===== config.mk =====
export PLATFORM = sky130hd
export DESIGN_NAME = sched_sqwave
export DESIGN_NICKNAME = d
export VERILOG_FILES = /design/src/rtl/sqw_pkg.sv /design/src/rtl/sqw_sync.sv /design/src/rtl/sqw_sched.sv /design/src/rtl/sqw_capture.sv /design/src/rtl/sched_sqwave.sv
export SDC_FILE = /design/constraint.sdc
export NUM_CORES = 1
export LEC_CHECK = 0
export BUFFER_PORTS_ARGS = -buffer_cell sky130_fd_sc_hd__buf_2
export CAP_MARGIN = 40
export CORE_ASPECT_RATIO = 0.7
export CORE_UTILIZATION = 50
export CTS_CLUSTER_SIZE = 10
export DETAILED_ROUTE_END_ITERATION = 10
export PLACE_DENSITY = 0.74
export SKIP_LAST_GASP = 1
export SLEW_MARGIN = 30
export SYNTH_ARGS = -nofsm -noshare
export SYNTH_HDL_FRONTEND = slang
export SYNTH_SLANG_ARGS = --single-unit

===== constraint.sdc =====
create_clock -name clk -period 6.3 [get_ports clk]
set_clock_uncertainty 0.15 [all_clocks]
set_input_delay 0.315 -clock clk [delete_from_list [all_inputs] [get_ports clk]]
set_output_delay 0.315 -clock clk [all_outputs]
set_load 0.02 [all_outputs]

===== src/rtl/sqw_pkg.sv =====
package sqw_pkg;

    localparam int unsigned DEF_TIME_W  = 64;
    localparam int unsigned DEF_HALF_W  = 32;
    localparam int unsigned DEF_SYNC_N  = 2;

    // Scheduler command, resolved once per cycle from the strobes
    typedef enum logic [1:0] {
        SCMD_IDLE = 2'd0,
        SCMD_ARM  = 2'd1,
        SCMD_HALT = 2'd2
    } sched_cmd_e;

    // Halt beats arm; an arm needs a start time in the future
    function automatic sched_cmd_e resolve_cmd(
        input logic stop,
        input logic capture_mode,
        input logic start,
        input logic start_in_future
    );
        if (stop || capture_mode)
            return SCMD_HALT;
        else if (start && start_in_future)
            return SCMD_ARM;
        else
            return SCMD_IDLE;
    endfunction

endpackage


===== src/rtl/sqw_sync.sv =====
module sqw_sync #(
    parameter int unsigned STAGES = sqw_pkg::DEF_SYNC_N
) (
    input  logic clk,
    input  logic rst,
    input  logic d_i,
    output logic q_o
);
    logic [STAGES-1:0] chain_q;

    generate
        for (genvar g = 0; g < STAGES; g++) begin : g_stage
            if (g == 0) begin : g_first
                always_ff @(posedge clk) begin
                    if (rst) chain_q[0] <= 1'b0;
                    else     chain_q[0] <= d_i;
                end
            end else begin : g_next
                always_ff @(posedge clk) begin
                    if (rst) chain_q[g] <= 1'b0;
                    else     chain_q[g] <= chain_q[g-1];
                end
            end
        end
    endgenerate

    assign q_o = chain_q[STAGES-1];
endmodule


===== src/rtl/sqw_sched.sv =====
module sqw_sched
    import sqw_pkg::*;
#(
    parameter int unsigned TIME_W = DEF_TIME_W,
    parameter int unsigned HALF_W = DEF_HALF_W
) (
    input  logic              clk,
    input  logic              rst,
    input  logic [TIME_W-1:0] now_i,
    input  logic [TIME_W-1:0] start_at_i,
    input  logic [HALF_W-1:0] half_i,
    input  sched_cmd_e        cmd_i,
    output logic              pin_o,
    output logic              armed_o,
    output logic [TIME_W-1:0] next_edge_o
);
    localparam int unsigned PAD_W = TIME_W - HALF_W;

    logic              armed_q;
    logic              pin_q;
    logic [TIME_W-1:0] next_q;
    logic [HALF_W-1:0] half_q;
    logic              due;

    assign due = armed_q && (now_i >= next_q);

    always_ff @(posedge clk) begin
        if (rst) begin
            armed_q <= 1'b0;
            pin_q   <= 1'b0;
            next_q  <= '0;
            half_q  <= '0;
        end else begin
            unique case (cmd_i)
                SCMD_HALT: begin
                    armed_q <= 1'b0;
                    pin_q   <= 1'b0;
                end
                SCMD_ARM: begin
                    armed_q <= 1'b1;
                    next_q  <= start_at_i;
                    half_q  <= half_i;
                end
                default: begin
                    if (due) begin
                        pin_q  <= ~pin_q;
                        next_q <= next_q + {{PAD_W{1'b0}}, half_q};
                    end
                end
            endcase
        end
    end

    assign pin_o       = pin_q;
    assign armed_o     = armed_q;
    assign next_edge_o = next_q;
endmodule


===== src/rtl/sqw_capture.sv =====
module sqw_capture #(
    parameter int unsigned TIME_W = sqw_pkg::DEF_TIME_W,
    parameter int unsigned SYNC_N = sqw_pkg::DEF_SYNC_N
) (
    input  logic              clk,
    input  logic              rst,
    input  logic              enable_i,
    input  logic              pin_i,
    input  logic [TIME_W-1:0] now_i,
    output logic [TIME_W-1:0] ts_o
);
    logic              pin_sync;
    logic              pin_prev_q;
    logic              any_edge;
    logic [TIME_W-1:0] ts_q;

    sqw_sync #(.STAGES(SYNC_N)) u_sync (
        .clk (clk),
        .rst (rst),
        .d_i (pin_i),
        .q_o (pin_sync)
    );

    assign any_edge = pin_sync ^ pin_prev_q;

    always_ff @(posedge clk) begin
        if (rst) begin
            pin_prev_q <= 1'b0;
            ts_q       <= '0;
        end else begin
            pin_prev_q <= pin_sync;
            if (enable_i && any_edge)
                ts_q <= now_i;
        end
    end

    assign ts_o = ts_q;
endmodule


===== src/rtl/sched_sqwave.sv =====
module sched_sqwave
    import sqw_pkg::*;
#(
    parameter int unsigned TIME_W = DEF_TIME_W,
    parameter int unsigned HALF_W = DEF_HALF_W,
    parameter int unsigned SYNC_N = DEF_SYNC_N
) (
    input  logic              clk,
    input  logic              rst,
    input  logic [TIME_W-1:0] now_i,
    input  logic [TIME_W-1:0] start_at_i,
    input  logic [HALF_W-1:0] half_per_i,
    input  logic              cmd_start_i,
    input  logic              cmd_stop_i,
    input  logic              capture_mode_i,
    input  logic              pin_in_i,
    output logic              pin_out_o,
    output logic              pin_oe_o,
    output logic [TIME_W-1:0] capt_ts_o
);
    sched_cmd_e        sched_cmd;
    logic              start_future;
    logic              sched_pin;
    logic              sched_armed;
    logic [TIME_W-1:0] sched_next;

    assign start_future = (start_at_i > now_i);
    assign sched_cmd    = resolve_cmd(cmd_stop_i, capture_mode_i,
                                      cmd_start_i, start_future);

    sqw_sched #(.TIME_W(TIME_W), .HALF_W(HALF_W)) u_sched (
        .clk         (clk),
        .rst         (rst),
        .now_i       (now_i),
        .start_at_i  (start_at_i),
        .half_i      (half_per_i),
        .cmd_i       (sched_cmd),
        .pin_o       (sched_pin),
        .armed_o     (sched_armed),
        .next_edge_o (sched_next)
    );

    sqw_capture #(.TIME_W(TIME_W), .SYNC_N(SYNC_N)) u_capt (
        .clk      (clk),
        .rst      (rst),
        .enable_i (capture_mode_i),
        .pin_i    (pin_in_i),
        .now_i    (now_i),
        .ts_o     (capt_ts_o)
    );

    assign pin_out_o = sched_pin;
    assign pin_oe_o  = ~capture_mode_i;
endmodule


==> results of run 1 <==
==> area by class of cell <==
type	instances	area share, %
clock buffers	20	3.07
clock inverters	11	0.887
inverters	149	3.85
multi-input cells	1127	51.9
flip-flops and latches	165	22.7
well taps	312	2.69
repair buffers	329	14.8
==> critical path: cells and delay by family (launching register included) <==
| family | cells | cell delay [ps] |
|---|---|---|
| DFF | 1 | 370 |
| adders and majority gates | 2 | 550 |
| buffers and inverters | 1 | 60 |
| and+or+nand+nor | 4 | 1020 |
| AOI/OAI and AO/OA | 5 | 1940 |
==> layout by cell type, fill, tap and decap left out, drive strengths merged, types with 6 or more instances in the layout <==
| cell type | netlist | layout |
|---|---|---|
| a211oi | 23 | 23 |
| ha | 160 | 160 |
| nand2 | 230 | 230 |
| a21o | 40 | 40 |
| inv | 149 | 150 |
| nand3 | 18 | 18 |
| a21oi | 184 | 184 |
| buf | 16 | 240 |
| o31ai | 6 | 6 |
| mux2i | 34 | 34 |
| xnor2 | 41 | 41 |
| a2111oi | 10 | 10 |
| and3 | 6 | 6 |
| o21ai | 91 | 91 |
| dfxtp | 165 | 165 |
| nand4 | 38 | 38 |
| dlygate4sd3 | 0 | 88 |
| or3 | 8 | 8 |
| and2 | 8 | 8 |
| nor3 | 11 | 11 |
| nor4 | 9 | 9 |
| nor2b | 13 | 13 |
| o211ai | 6 | 6 |
| xor2 | 13 | 13 |
| a31oi | 21 | 21 |
| clkbuf | 55 | 21 |
| nor2 | 97 | 97 |
==> per-layer routing <==
metal  track usage (%)  routed length (µm)
met1              43.7               17700
met2              46.1               15300
met3              6.73                3070
met5                 0                   0
met4              7.40                 413
==> report_power, final <==
group	switching, W	internal, W	total (W)
clock network	0.000466	0.000594	0.00106
logic	0.000279	0.000215	0.000494
registers	0.0000221	0.00108	0.00110
total	0.000767	0.00188	0.00265
==> worst min-delay path by stage <==
stage	from	endpoint	slack, ps	cells after the start
floorplan	u_capt.u_sync.chain_q[0]	u_capt.u_sync.q_o	260	1
global placement	u_capt.u_sync.chain_q[0]	u_capt.u_sync.q_o	270	1
detailed placement	u_capt.u_sync.chain_q[0]	u_capt.u_sync.q_o	290	1
CTS	start_at_i[55]	u_sched.next_edge_o[55]	0.3	3
global route	now_i[9]	u_capt.ts_o[9]	2	3
finish	half_per_i[31]	u_sched.half_q[31]	10	3
==> registers in the layout, indices dropped and copies added, names as in the netlist <==
name and flops:
u_capt.u_sync.chain_q 1, u_sched.armed_o 1, u_sched.next_edge_o 64, u_capt.ts_o 64, u_capt.pin_prev_q 1, u_capt.u_sync.q_o 1
u_sched.pin_o 1, u_sched.half_q 32
==> what timing repair did <==
action	in CTS	in global routing
hold endpoints to repair	88	0
hold buffers	88	0
resized for setup	0	0
==> through the flow <==
| step | setup slack, ps | hold WS [ps] |
|---|---|---|
| floorplan | 3130 | 264 |
| global placement | 2200 | 269 |
| detailed placement | 2050 | 288 |
| CTS | 1960 | 0.343 |
| global route | 1910 | 1.93 |
| finish | 2130 | 13.1 |
==> kinds of logic after synthesis <==
family | share of synthesized area (%)
muxes | 2.92
DFF | 28.3
buffers and inverters | 7.29
and+or+nand+nor | 17.5
xor gates and xnor gates | 4.06
adders and majority gates | 17.3
AOI/OAI and AO/OA | 22.6
==> impl_metrics.json, run 1 <==
{
  "reg2regPathDepth": 12,
  "synth_area_leader_cell": "dfxtp_1",
  "die_area_um2": 23900,
  "num-nets-final": 2116,
  "antenna_found_initial": 0,
  "die_w_um": 185,
  "grt_max_degree": 76,
  "peakVddDrop_mv": 0.186,
  "area_delta_synth_final_pct": 24.6,
  "ys.warnings.count": 0,
  "cts_setup_buffers": 0,
  "fin_crit_ps": 4170,
  "hold_viol": 0,
  "path_class": "reg -> reg",
  "synth.area.top_cells": "dfxtp_1 28%, ha_1 17%, a21oi_1 7.9%",
  "nFillCells": 1952,
  "drt_wl_total_um": 36500,
  "pin_count": 232,
  "portBuffers": 231,
  "cp_max_fo": 13,
  "synth.avg_cell_area_um2": 7.71,
  "cts.reportedPaths.clkPinSlew_ps": 70,
  "cts.htree.levels": 4,
  "maxSlewViolCount": 0,
  "overflow": 0,
  "place.gp.congestion": 0.896,
  "tightest_slew_ps": 861,
  "first_global_vias": 11047,
  "yosysMostFrequentCell": "nand2_1",
  "path_cells": "ha_1 > inv_1 > fa_1 > and2b_1 > o2111ai_1 > a2111oi_4 > nor4b_2 > o31ai_1 > a221o_1 > nand3_2 > or3_1 > a31oi_1",
  "yosys-top-cells-count": "230 x nand2_1, 184 x a21oi_1, 165 x dfxtp_1, 160 x ha_1, 149 x inv_1",
  "std_cell_rows": 46,
  "drt_first_pass_iters": 5,
  "powerDensity_nw_per_um2": 183,
  "synth_cells": 1512,
  "ant_nets": 0,
  "async_reset_ff_share_pct": 0,
  "place_area_um2": 13000,
  "reg2reg_from": "u_sched.next_edge_o[0]",
  "syn_area_um2": 11700,
  "hpwl_um": 26200,
  "r2r-end": "u_sched.next_edge_o[60]",
  "cp_data_arrival_time_ps": 4390,
  "ff_latch_area_um2": 3300,
  "setup_viol": 0,
  "maxCapViolCount": 0,
  "yosysSeqAreaShare_pct": 28.3,
  "core-area_um2": 22700,
  "drc": 0,
  "period_share_pct": 66.2,
  "cts_made_buffers": 17,
  "die_h_um": 130,
  "antennaDiodeCount": 0,
  "ys_types": 66,
  "startpoint_type": "register",
  "setup.worst_path.end": "u_sched.next_edge_o[60]",
  "synth_edf_count": 0,
  "drt_iter0_drc": 1049,
  "tns_ps": 0,
  "multi_input_area_um2": 7540,
  "outcome": "completed",
  "critPathCaptureType": "register",
  "total_power_w": 0.00265,
  "ys_ff_latch": 165,
  "synth_top_flop_cell": "dfxtp_1",
  "rsz0062_at_grt": "no",
  "power.leakage_nw": 6.65,
  "min_path_type": "in -> reg",
  "fin_cells": 2113,
  "timing.fmax_mhz": 240,
  "synth_nets": 1839,
  "finish.utilization_pct": 63.9,
  "dp.cells": 1991,
  "cpPeakStageDelay_ps": 610,
  "grt_pass1_wl_um": 56900,
  "post_drt_wl_per_cell_um": 17.3,
  "routed_via_density": 5.65,
  "cp.required_ps": 6520,
  "design_area_um2": 14500,
  "critPathSlowestCell": "a221o_1",
  "rrSetupSlack_ps": 2130,
  "cts_sinks": 165,
  "cp-startpoint": "u_sched.next_edge_o[0]",
  "initial_core_util_pct": 51.3,
  "vias": 11933,
  "slew_headroom_pct": 42.1,
  "cts_max_path_buffers": 2,
  "synth_top_area_share_pct": 28.3,
  "track_usage_pct": 30.4,
  "post_route_cells_drive_above_1_share_pct": 16.5,
  "cts-root-buf": "clkbuf_16",
  "clock_latency_ps": 450,
  "cts_tree": "done"
}
Note: power is estimated with default switching activity, not from simulation.
==> run 2, diff against run 1 <==
--- a/config.mk
+++ b/config.mk
@@ -5,13 +5,14 @@
 export SDC_FILE = /design/constraint.sdc
 export NUM_CORES = 1
 export LEC_CHECK = 0
+export ABC_AREA = 1
 export BUFFER_PORTS_ARGS = -buffer_cell sky130_fd_sc_hd__buf_2
 export CAP_MARGIN = 40
 export CORE_ASPECT_RATIO = 0.7
 export CORE_UTILIZATION = 50
 export CTS_CLUSTER_SIZE = 10
 export DETAILED_ROUTE_END_ITERATION = 10
-export PLACE_DENSITY = 0.74
+export PLACE_DENSITY = 0.75
 export SKIP_LAST_GASP = 1
 export SLEW_MARGIN = 30
 export SYNTH_ARGS = -nofsm -noshare
==> constraint.sdc (replaced) <==
create_clock -name clk -period 3.8 [get_ports clk]
set_clock_uncertainty 0.15 [all_clocks]
set_input_delay 0.19 -clock clk [delete_from_list [all_inputs] [get_ports clk]]
set_output_delay 0.19 -clock clk [all_outputs]
set_load 0.02 [all_outputs]
==> run 2 against run 1 <==
- clock power rose by 85%
- sequential power rose by 69%
- combinational power rose by 130%
- synthesized cell count rose by 50%
- flip-flop and latch count did not move
- die area rose by 18%
- sequential share of layout area fell by 3.7 points
- global-route usage rose by 5.9 points
==> impl_metrics.json, run 2 <==
{
  "outcome": "completed",
  "yosys.area_share.simple_pct": 37.3,
  "design_area_um2": 17400,
  "critPathCaptureType": "register",
  "antenna_found_initial": 1,
  "synth_fa_ha_area_share_pct": 14.7,
  "tightest_slew_ps": 783,
  "ant_nets": 0,
  "drt_iter0_drc": 1601,
  "power.leakage_nw": 9.35,
  "synth_cells": 2262,
  "crit_family": "simple AND/OR/NAND/NOR gates",
  "rrSetupSlack_ps": 700,
  "cts_tree": "done",
  "whs_endpoint": "u_sched.next_edge_o[16]",
  "path_depth": 15,
  "startpoint_type": "input pin",
  "path_class": "in -> reg",
  "core-area_um2": 26900,
  "powerDensity_nw_per_um2": 284,
  "die_h_um": 141,
  "antennaDiodeCount": 0,
  "maxCapViolCount": 0,
  "synth_nets": 2589,
  "num-nets-final": 2920,
  "yosys-top-cells-count": "679 x nand2_1, 273 x inv_1, 255 x nor2_1, 192 x a21oi_1, 174 x nand3_1",
  "cts_sinks": 165,
  "critPathSlowestCell": "nor3_2",
  "pin_count": 232,
  "r2r-end": "u_sched.next_edge_o[54]",
  "drt_first_pass_iters": 6,
  "hold_depth": 5,
  "yosysSeqAreaShare_pct": 24.0,
  "cp.required_ps": 4030,
  "post_drt_wl_per_cell_um": 17.5,
  "cts-root-buf": "clkbuf_16",
  "ys_ff_latch": 165,
  "synth_compound_area_share_pct": 11.6,
  "tns_ps": 0,
  "initial_core_util_pct": 51.3,
  "first_global_vias": 15278,
  "synth_top_family_by_area": "simple AND/OR/NAND/NOR gates",
  "std_cell_rows": 50,
  "cts_made_buffers": 17,
  "die_area_um2": 28300,
  "synth.area.top_cells": "dfxtp_1 24%, nand2_1 18%, ha_1 15%",
  "fin_crit_ps": 3450,
  "setup_viol": 0,
  "overflow": 0,
  "syn_area_um2": 13800,
  "synth-xor-area-share_pct": 1.91,
  "cts.reportedPaths.clkPinSlew_ps": 70,
  "clock_latency_ps": 450,
  "grt_max_degree": 115,
  "grt_use_met1_pct": 52.2,
  "place.gp.congestion": 1.02,
  "synth.avg_cell_area_um2": 6.10,
  "yosys-mux-area-fraction_pct": 0,
  "grt_pass1_wl_um": 81500,
  "cts_max_path_buffers": 2,
  "async_reset_ff_share_pct": 0,
  "final_common_cell": "nand2_1",
  "synth_area_leader_cell": "dfxtp_1",
  "final_cell_mix": "678 x nand2_1, 272 x inv_1, 254 x nor2_1",
  "track_usage_pct": 36.3,
  "ys.warnings.count": 0,
  "use_met3_pct": 6.68,
  "maxSlewViolCount": 0,
  "cpPeakStageDelay_ps": 560,
  "place_area_um2": 15300,
  "hpwl_um": 38000,
  "vias": 16288,
  "ys_types": 34,
  "synth_edf_count": 0,
  "rsz0062_at_grt": "no",
  "cts.htree.levels": 4,
  "reg2regPathDepth": 18,
  "routed_via_density": 5.49,
  "yosysMostFrequentCell": "nand2_1",
  "slew_headroom_pct": 47.4,
  "cp_data_arrival_time_ps": 3680,
  "drt_wl_total_um": 51900,
  "drc": 0,
  "ctsResizeCount": 0,
  "cts_setup_buffers": 0,
  "path_cells": "dlygate4sd3_1 > buf_2 > inv_1 > ha_1 > nand4_1 > nor3_2 > nand3_1 > clkinv_1 > nand2_1 > nand2_2 > buf_4 > nand4_1 > nand2_1 > nor2_1 > nor2_1",
  "hold_viol": 0,
  "die_w_um": 200,
  "top_usage_layer": "met2",
  "synth_top_flop_cell": "dfxtp_1",
  "hold_start": "start_at_i[16]",
  "finish.utilization_pct": 64.6,
  "synth_top_area_share_pct": 24.0,
  "area_delta_synth_final_pct": 26.0,
  "timing.fmax_mhz": 290,
  "post_route_cells_drive_above_1_share_pct": 11.6,
  "crit_buf_inv": 5,
  "reg2reg_from": "u_sched.next_edge_o[0]",
  "peakVddDrop_mv": 0.251,
  "min_path_type": "in -> reg",
  "ctsHoldBuffers": 141,
  "grtUsageMet2_pct": 56.7,
  "cp_max_fo": 43,
  "portBuffers": 231,
  "period_share_pct": 90.7,
  "total_power_w": 0.00494
}
[run 2: metrics by stage]
stage	hold WS, ps	setup WS (ps)	instances
2_1_floorplan	147	1480	2262
3_3_place_gp	251	534	2795
3_5_place_dp	253	572	2796
4_1_cts	2.55	450	2968
5_1_grt	27.8	146	2969
6_report	7.04	354	2969
[run 2: cell type report]
class	count	area, µm²
Sequential cell	165	3300
Timing Repair Buffer	401	2890
Fill cell	2480	9530
Multi-Input combinational cell	1733	9050
Clock inverter	10	169
Tap cell	364	455
Clock buffer	21	470
Inverter	275	1030
[run 2: tightest hold or removal path: stages]
cell     delay [ps]
buf_2           100
nand4_1         100
nand2_1          80
nor2_1           30
nor2_1           70
[run 2: how the worst max path moves through the flow]
stage,startpoint,endpoint,slack [ps]
3_3_place_gp,now_i[63],u_sched.next_edge_o[2],530
4_1_cts,now_i[63],u_sched.next_edge_o[31],450
6_report,now_i[63],u_sched.next_edge_o[0],350
2_1_floorplan,u_sched.next_edge_o[0],u_sched.next_edge_o[54],1480
5_1_grt,now_i[62],u_sched.next_edge_o[9],150
3_5_place_dp,now_i[63],u_sched.next_edge_o[37],570
[run 2: cells by family (layout without fill, tap and decap cells)]
group           count (synthesis)  count (layout)
fa+ha+maj                     161             161
buf+inv                       364             707
compound gates                310             310
simple gates                 1232            1232
xor+xnor                       30              30
flops                         165             165
[run 2: power breakdown]
part / leakage [nW] / internal [W] / switching [W]
logic: 7.69 / 0.000462 / 0.000657
registers: 1.34 / 0.00180 / 0.0000526
clock network: 0.314 / 0.00116 / 0.000803
[run 2: metal layers]
layer | up-vias | share of wire (%)
met5 | - | 0
met4 | 0 | 1.3
met3 | 62 | 9.0
met2 | 731 | 43
met1 | 7488 | 47
li1 | 8007 | -
